### src/rtl/ssx_pkg.sv
`timescale 1ns/1ps
package ssx_pkg;
   // one-cycle serial clock edge events in the system clock domain
   typedef struct packed {
      logic fall;
      logic rise;
   } sck_evt_t;
endpackage

### src/rtl/ssx_sck_gen.sv
`timescale 1ns/1ps
module ssx_sck_gen
   import ssx_pkg::*;
#(
   parameter int DIV_W       = 8,
   parameter int SYNC_STAGES = 2
) (
   input  logic             clk,
   input  logic             rst_n,
   input  logic             mode_ext,
   input  logic [DIV_W-1:0] div,
   input  logic             run,
   input  logic             sck_in,
   input  logic             sd_in,
   output sck_evt_t         evt,
   output logic             sck_level,
   output logic             sd_sample
);
   localparam int TOP = SYNC_STAGES - 1;

   logic [SYNC_STAGES-1:0] sck_pipe;
   logic [SYNC_STAGES-1:0] sd_pipe;
   logic                   sck_last;
   logic [DIV_W-1:0]       div_cnt;
   logic                   sck_q;
   logic                   tc;
   logic                   ext_fall, ext_rise, int_fall, int_rise;

   // synchronizer stages for external clock and its data
   for (genvar s = 0; s < SYNC_STAGES; s++) begin : g_stage
      if (s == 0) begin : g_first
         always_ff @(posedge clk or negedge rst_n) begin
            if (!rst_n) begin
               sck_pipe[0] <= 1'b1;
               sd_pipe[0]  <= 1'b1;
            end else begin
               sck_pipe[0] <= sck_in;
               sd_pipe[0]  <= sd_in;
            end
         end
      end else begin : g_next
         always_ff @(posedge clk or negedge rst_n) begin
            if (!rst_n) begin
               sck_pipe[s] <= 1'b1;
               sd_pipe[s]  <= 1'b1;
            end else begin
               sck_pipe[s] <= sck_pipe[s-1];
               sd_pipe[s]  <= sd_pipe[s-1];
            end
         end
      end
   end

   always_ff @(posedge clk or negedge rst_n) begin
      if (!rst_n) sck_last <= 1'b1;
      else        sck_last <= sck_pipe[TOP];
   end

   assign ext_fall = sck_last & ~sck_pipe[TOP];
   assign ext_rise = ~sck_last & sck_pipe[TOP];

   // internal divider: a started low phase always completes
   assign tc = (div_cnt == div);

   always_ff @(posedge clk or negedge rst_n) begin
      if (!rst_n) begin
         div_cnt <= '0;
         sck_q   <= 1'b1;
      end else if (mode_ext || (sck_q && !run)) begin
         div_cnt <= '0;
         sck_q   <= 1'b1;
      end else if (tc) begin
         div_cnt <= '0;
         sck_q   <= ~sck_q;
      end else begin
         div_cnt <= div_cnt + 1'b1;
      end
   end

   assign int_fall = !mode_ext && sck_q && run && tc;
   assign int_rise = !mode_ext && !sck_q && tc;

   assign evt.fall  = mode_ext ? ext_fall : int_fall;
   assign evt.rise  = mode_ext ? ext_rise : int_rise;
   assign sck_level = sck_q;
   assign sd_sample = mode_ext ? sd_pipe[TOP] : sd_in;
endmodule

### src/rtl/ssx_tx.sv
`timescale 1ns/1ps
module ssx_tx
   import ssx_pkg::*;
#(
   parameter int CW = 8
) (
   input  logic          clk,
   input  logic          rst_n,
   input  logic          en,
   input  logic          wr,
   input  logic [CW-1:0] wdata,
   input  sck_evt_t      evt,
   output logic          empty,
   output logic          pend,
   output logic          sd_out
);
   localparam int            CNT_W = $clog2(CW);
   localparam logic [CNT_W-1:0] LAST = CNT_W'(CW - 1);

   logic [CW-1:0]    tdr, sh;
   logic [CNT_W-1:0] cnt;
   logic             busy;
   logic             load;

   assign load = evt.fall && !busy && !empty;

   always_ff @(posedge clk or negedge rst_n) begin
      if (!rst_n) begin
         tdr    <= '0;
         sh     <= '0;
         cnt    <= '0;
         busy   <= 1'b0;
         empty  <= 1'b1;
         sd_out <= 1'b1;
      end else if (!en) begin
         busy  <= 1'b0;
         cnt   <= '0;
         empty <= 1'b1;
      end else begin
         if (load) begin
            sd_out <= tdr[0];
            sh     <= tdr >> 1;
            busy   <= 1'b1;
            cnt    <= '0;
         end else if (evt.fall && busy) begin
            sd_out <= sh[0];
            sh     <= sh >> 1;
         end
         if (evt.rise && busy) begin
            if (cnt == LAST) begin
               busy <= 1'b0;
               cnt  <= '0;
            end else begin
               cnt <= cnt + 1'b1;
            end
         end
         if (wr) begin
            tdr   <= wdata;
            empty <= 1'b0;
         end else if (load) begin
            empty <= 1'b1;
         end
      end
   end

   assign pend = en && (busy || !empty);
endmodule

### src/rtl/ssx_rx.sv
`timescale 1ns/1ps
module ssx_rx
   import ssx_pkg::*;
#(
   parameter int CW = 8
) (
   input  logic          clk,
   input  logic          rst_n,
   input  logic          en,
   input  logic          rd,
   input  sck_evt_t      evt,
   input  logic          sd,
   output logic [CW-1:0] rdata,
   output logic          full,
   output logic          ovr
);
   localparam int            CNT_W = $clog2(CW);
   localparam logic [CNT_W-1:0] LAST = CNT_W'(CW - 1);

   logic [CW-1:0]    sh, sh_n, rdata_n;
   logic [CNT_W-1:0] cnt, cnt_n;
   logic             full_n, ovr_n;

   always_comb begin
      sh_n    = sh;
      cnt_n   = cnt;
      rdata_n = rdata;
      full_n  = full & ~rd;
      ovr_n   = ovr & ~rd;
      if (!en) begin
         cnt_n = '0;
      end else if (evt.rise) begin
         sh_n = {sd, sh[CW-1:1]};
         if (cnt == LAST) begin
            cnt_n = '0;
            if (full_n) begin
               ovr_n = 1'b1;
            end else begin
               rdata_n = sh_n;
               full_n  = 1'b1;
            end
         end else begin
            cnt_n = cnt + 1'b1;
         end
      end
   end

   always_ff @(posedge clk or negedge rst_n) begin
      if (!rst_n) begin
         sh    <= '0;
         cnt   <= '0;
         rdata <= '0;
         full  <= 1'b0;
         ovr   <= 1'b0;
      end else begin
         sh    <= sh_n;
         cnt   <= cnt_n;
         rdata <= rdata_n;
         full  <= full_n;
         ovr   <= ovr_n;
      end
   end
endmodule

### src/rtl/sync_serial_xcvr.sv
`timescale 1ns/1ps
module sync_serial_xcvr
   import ssx_pkg::*;
#(
   parameter int CHAR_BITS   = 8,
   parameter int DIV_W       = 8,
   parameter int SYNC_STAGES = 2
) (
   input  logic                 clk,
   input  logic                 rst_n,
   input  logic                 cfg_ext_clk,
   input  logic [DIV_W-1:0]     cfg_div,
   input  logic                 tx_en,
   input  logic                 rx_en,
   input  logic                 tx_wr,
   input  logic [CHAR_BITS-1:0] tx_wdata,
   input  logic                 rx_rd,
   output logic [CHAR_BITS-1:0] rx_rdata,
   output logic                 tx_empty,
   output logic                 rx_full,
   output logic                 rx_ovr,
   input  logic                 sck_in,
   output logic                 sck_out,
   output logic                 sck_oe,
   input  logic                 sd_in,
   output logic                 sd_out
);
   if (CHAR_BITS < 2) begin : g_bad_char
      $error("CHAR_BITS must be at least 2");
   end
   if (SYNC_STAGES < 2) begin : g_bad_sync
      $error("SYNC_STAGES must be at least 2");
   end
   if (DIV_W < 1) begin : g_bad_div
      $error("DIV_W must be at least 1");
   end

   logic             mode_ext_q;
   logic [DIV_W-1:0] div_q;
   logic             tx_pend;
   logic             run;
   logic             sck_level;
   logic             sd_sample;
   sck_evt_t         sck_ev;

   // configuration is frozen while either direction is enabled
   always_ff @(posedge clk or negedge rst_n) begin
      if (!rst_n) begin
         mode_ext_q <= 1'b0;
         div_q      <= '0;
      end else if (!tx_en && !rx_en) begin
         mode_ext_q <= cfg_ext_clk;
         div_q      <= cfg_div;
      end
   end

   assign run = tx_pend || rx_en;

   ssx_sck_gen #(.DIV_W(DIV_W), .SYNC_STAGES(SYNC_STAGES)) u_sck (
      .clk       (clk),
      .rst_n     (rst_n),
      .mode_ext  (mode_ext_q),
      .div       (div_q),
      .run       (run),
      .sck_in    (sck_in),
      .sd_in     (sd_in),
      .evt       (sck_ev),
      .sck_level (sck_level),
      .sd_sample (sd_sample)
   );

   ssx_tx #(.CW(CHAR_BITS)) u_tx (
      .clk    (clk),
      .rst_n  (rst_n),
      .en     (tx_en),
      .wr     (tx_wr),
      .wdata  (tx_wdata),
      .evt    (sck_ev),
      .empty  (tx_empty),
      .pend   (tx_pend),
      .sd_out (sd_out)
   );

   ssx_rx #(.CW(CHAR_BITS)) u_rx (
      .clk   (clk),
      .rst_n (rst_n),
      .en    (rx_en),
      .rd    (rx_rd),
      .evt   (sck_ev),
      .sd    (sd_sample),
      .rdata (rx_rdata),
      .full  (rx_full),
      .ovr   (rx_ovr)
   );

   assign sck_out = mode_ext_q ? 1'b1 : sck_level;
   assign sck_oe  = ~mode_ext_q;
endmodule

### config.mk
export PLATFORM = sky130hd
export DESIGN_NAME = sync_serial_xcvr
export DESIGN_NICKNAME = d
export VERILOG_FILES = /design/src/rtl/ssx_pkg.sv /design/src/rtl/ssx_sck_gen.sv /design/src/rtl/ssx_tx.sv /design/src/rtl/ssx_rx.sv /design/src/rtl/sync_serial_xcvr.sv
export SDC_FILE = /design/constraint.sdc
export NUM_CORES = 1
export LEC_CHECK = 0
export BUFFER_PORTS_ARGS = -buffer_cell sky130_fd_sc_hd__buf_4
export CAP_MARGIN = 30
export CORE_MARGIN = 2
export CORE_UTILIZATION = 25
export CTS_CLUSTER_DIAMETER = 100
export CTS_CLUSTER_SIZE = 25
export DETAILED_ROUTE_END_ITERATION = 10
export SYNTH_ARGS = -nofsm -noshare
export SYNTH_HDL_FRONTEND = slang
export SYNTH_SLANG_ARGS = --single-unit
### constraint.sdc
create_clock -name clk -period 2 [get_ports clk]
set_input_delay 0.2 -clock clk [delete_from_list [all_inputs] [get_ports clk]]
set_output_delay 0.2 -clock clk [all_outputs]
set_load 0.05 [all_outputs]
==> impl_metrics.json <==
{
  "synth_compound_area_share_pct": 5.36,
  "cts-htree-levels": 3,
  "synthesis.area_mm2": 0.00278,
  "timing_hold_violations_final": 0,
  "worst_pin_slew_ns": 0.812,
  "nets": 312,
  "route.detailed.drc": 0,
  "critPathKind": "flop to flop",
  "layout.cells.most_common_list": "sky130_fd_sc_hd__buf_4 (62), sky130_fd_sc_hd__dfrtp_1 (56), sky130_fd_sc_hd__mux2_2 (43), sky130_fd_sc_hd__nor2_1 (11), sky130_fd_sc_hd__clkbuf_8 (10)",
  "synth_top_family_by_area": "multiplexers",
  "finalHoldWorstSlack_ns": 0.0423,
  "drt-vias-per-instance": 4.24,
  "path_clk_slew_ns": 0.07,
  "floorplan.die.width_um": 109,
  "row_count": 38,
  "r2r_worst_path_depth": 6,
  "layout-area-overhead-vs-synth_pct": 33.0,
  "regToRegEndpoint": "u_tx.sh[1]$_DFFE_PN0P_",
  "wl_met3_um": 214,
  "root_buffer": "sky130_fd_sc_hd__clkbuf_8",
  "cts_buffers": 9,
  "clock.fmax_ghz": 0.498,
  "cellInternalPower_w": 0.00237,
  "failed_checks": "setup timing",
  "worst_ep_required_time_ns": 2.22,
  "crit-reg2reg-launch": "div_q[3]$_DFFE_PN0P_",
  "post_dp_cell_area_mm2": 0.00338,
  "postLayoutSetupSlackWorst_ns": -0.00622,
  "totalPowerFinal_w": 0.00315,
  "crit_path_launch_type": "flop",
  "switching_share_pct": 24.7,
  "synth.ff_latch_count": 64,
  "synthSimpleGateAreaFrac_pct": 9.51,
  "top_signal_layer_used": "met4",
  "post_synth_adder_cell_area_pct": 2.25,
  "netlist.top_cell.by_area": "sky130_fd_sc_hd__dfrtp_1",
  "cts_tree": "yes",
  "crit_fanout": 8,
  "first_global_vias": 1821,
  "period_needed_ns": 2.01,
  "synth_xor_area_share_pct": 4.42,
  "synth_top_cells_by_area": "sky130_fd_sc_hd__dfrtp_1 (50%), sky130_fd_sc_hd__mux2_2 (18%), sky130_fd_sc_hd__dfstp_2 (7.6%)",
  "worstHoldPathCells": 2,
  "muxShareOfSynthArea_pct": 19.0,
  "grt_max_degree": 65,
  "num_vias": 1810,
  "sink_count": 64,
  "synthesis.nets": 238,
  "wire_per_inst_um": 12.2,
  "rsz0062_at_grt": "yes",
  "port_buffers": 38,
  "drt_pass_1_iters": 3,
  "power.sequential.fraction_pct": 50.2,
  "wl_met1_um": 2450,
  "p_sw_w": 0.000779,
  "total_power_divided_by_cell_area_mw_per_mm2": 852,
  "gr-usage-all-layers_pct": 9.37,
  "endpoint_kind": "flop",
  "timing.reg2reg.setup_slack_ns": -0.006,
  "multi_input_area_mm2": 0.00117,
  "clock_network_fraction_of_design_power_pct": 34.0,
  "combinationalPowerShare_pct": 15.8,
  "start_util_pct": 25.6,
  "syn_area_per_cell_um2": 13.3,
  "timing.slew.headroom_pct": 45.8,
  "cts_buffer_depth": 2,
  "worstHoldPathType": "input port to flop",
  "grt-ovfl-total": 0,
  "netlist_instances": 208,
  "placeableCoreArea_mm2": 0.0108,
  "met2RoutedLength_um": 2470,
  "synth_top_cell_area_share_pct": 50.5,
  "drt_first_iter_violations": 46,
  "min_to": "u_tx.empty$_DFFE_PN1P_",
  "first_pass_grt_wire_length_um": 8510,
  "synth_sequential_area_ratio_pct": 58.0,
  "timing.critical_path.from": "div_q[3]$_DFFE_PN0P_",
  "antenna_found_initial": 0,
  "min_from": "tx_wr",
  "place_congestion": 0.764,
  "maximum_single_stage_delay_on_the_critical_path_ns": 0.52,
  "yosys_warnings": 0,
  "total_die_area_mm2": 0.0120,
  "finClkSkew_ns": 0.0135,
  "ios": 39,
  "num_antenna_cells": 0,
  "die_boundary_height_um": 109,
  "clk_latency_ns": 0.33,
  "final_min_period_over_clock_period_pct": 100,
  "final_layout_size_suffix_gt1_share_pct": 49.1,
  "dp.final_hpwl_um": 3720,
  "maxCapViolCount": 0,
  "power.leakage_nw": 1.73,
  "antenna_violating_nets_post_route": 0,
  "synth.distinct_cells": 38,
  "power.ir.vdd_worst_mv": 0.385,
  "crit_arrival_ns": 2.22,
  "crit_path_top_delay_cell": "sky130_fd_sc_hd__or4_4",
  "report.final.setup_viol": 2,
  "most_common_library_cell_in_the_layout_ignoring_fill_and_taps": "sky130_fd_sc_hd__buf_4",
  "cp_cell_sequence": "xnor2_2 > nand4_2 > or4_4 > a21oi_4 > buf_12 > mux2_2",
  "fill_cells": 1089,
  "outcome": "finished, violations left",
  "slew_violations": 0,
  "postRouteWirelength_um": 5200,
  "layout.area.seq_mm2": 0.00161,
  "final_instance_area_mm2": 0.00369
}
[layout make-up]
cell class | instances | area share (%)
inverter | 7 | 0.813
sequential | 64 | 43.6
clock buffer | 12 | 3.93
tap | 140 | 4.74
timing repair buffer | 66 | 14.0
multi-input combinational | 134 | 31.7
clock inverter | 4 | 1.22
[synth_stat cells]
cell type	number
sky130_fd_sc_hd__nor2b_1	1
sky130_fd_sc_hd__nor4bb_1	1
sky130_fd_sc_hd__o211ai_1	1
sky130_fd_sc_hd__o22ai_1	1
sky130_fd_sc_hd__a21boi_0	3
sky130_fd_sc_hd__nand3_1	6
sky130_fd_sc_hd__o31a_1	1
sky130_fd_sc_hd__xor2_1	5
sky130_fd_sc_hd__nand3b_1	2
sky130_fd_sc_hd__or3b_1	1
sky130_fd_sc_hd__mux2i_1	2
sky130_fd_sc_hd__xnor2_1	9
sky130_fd_sc_hd__dfstp_2	8
sky130_fd_sc_hd__clkbuf_1	1
sky130_fd_sc_hd__nand2b_1	4
sky130_fd_sc_hd__and3_1	2
sky130_fd_sc_hd__or3_1	1
sky130_fd_sc_hd__inv_1	7
sky130_fd_sc_hd__nor3_1	2
sky130_fd_sc_hd__nand4_2	1
sky130_fd_sc_hd__nor2_1	11
sky130_fd_sc_hd__o41ai_1	2
sky130_fd_sc_hd__ha_1	5
sky130_fd_sc_hd__buf_2	2
sky130_fd_sc_hd__o21ai_1	1
sky130_fd_sc_hd__nor4b_1	1
sky130_fd_sc_hd__dfrtp_1	56
sky130_fd_sc_hd__a21oi_4	1
sky130_fd_sc_hd__a41o_1	3
sky130_fd_sc_hd__mux2_2	45
sky130_fd_sc_hd__nor4_1	1
sky130_fd_sc_hd__a21oi_1	2
sky130_fd_sc_hd__or4_4	1
sky130_fd_sc_hd__nor2_2	1
sky130_fd_sc_hd__nand2_1	10
sky130_fd_sc_hd__o21ai_0	5
sky130_fd_sc_hd__nand4_1	1
sky130_fd_sc_hd__and4b_1	1
[per-stage QoR]
step	worst slack, ns	cells	TNS, ns	utilization [%]
CTS	-0.0251	424	-0.0928	33.6
global route	-0.0478	427	-0.222	34.1
detailed placement	-0.0665	402	-0.334	31.2
floorplan	0.00855	208	0	-
finish	-0.00622	427	-0.00979	34.1
global placement	-0.0440	402	-0.263	31.2
[state kept, by name, summed over array words and instances (netlist names), 2 cells and up]
name and count:
u_tx.sh 7, u_rx.rdata 8, u_sck.sd_pipe 2, u_sck.sck_pipe 2, u_tx.tdr 8, u_sck.div_cnt 8, u_rx.sh 7, u_tx.cnt 3
div_q 8, u_rx.cnt 3
[how the worst max path moves through the flow]
stage	end	slack [ns]	depth (start not counted)
final	u_tx.sh[1]$_DFFE_PN0P_	-0.006	6
after global routing	u_tx.sh[1]$_DFFE_PN0P_	-0.05	6
after CTS	u_tx.sh[1]$_DFFE_PN0P_	-0.03	6
after detailed placement	u_tx.sh[3]$_DFFE_PN0P_	-0.07	5
after global placement	u_tx.sh[3]$_DFFE_PN0P_	-0.04	5
after floorplan	u_tx.sh[0]$_DFFE_PN0P_	0.009	5
[what timing repair did]
action                                 4_1_cts  5_1_grt
gates resized for setup                      2        6
gates cloned                                 0        0
endpoints found under the hold margin       11        0
setup endpoints to repair                    8       30
pin swaps                                    4        5
buffers inserted                             3        3
hold buffers                                 3        0
[power groups by stage]
stage,clock network (W),registers (W),logic (W)
after CTS,0.00111,0.00158,0.000496
final,0.00107,0.00158,0.000499
after floorplan,0,0.00160,0.000288
after global routing,0.00117,0.00161,0.000550
after detailed placement,0,0.00160,0.000472
after global placement,0,0.00160,0.000463
[logic make-up (layout without fill, tap and decap cells)]
kind of cell,after synthesis,in the layout
compound gates,20,20
xor+xnor,14,14
fa+ha+maj,5,5
buf+inv,10,89
flops,64,64
mux,47,47
simple gates,48,48
[critical path: cells and delay by family (launching register included)]
family          cells  cell delay (ns)
simple gates        2             0.67
flops               1             0.41
xor+xnor            1             0.19
mux                 1             0.33
compound gates      1             0.16
buf+inv             1             0.14
[layer usage]
metal,GRT usage [%],vias up
li1,-,894
met3,3.32,7
met1,11.9,883
met2,14.2,26
met4,4.43,0
met5,0,-
(Power assumes the default switching activity.)
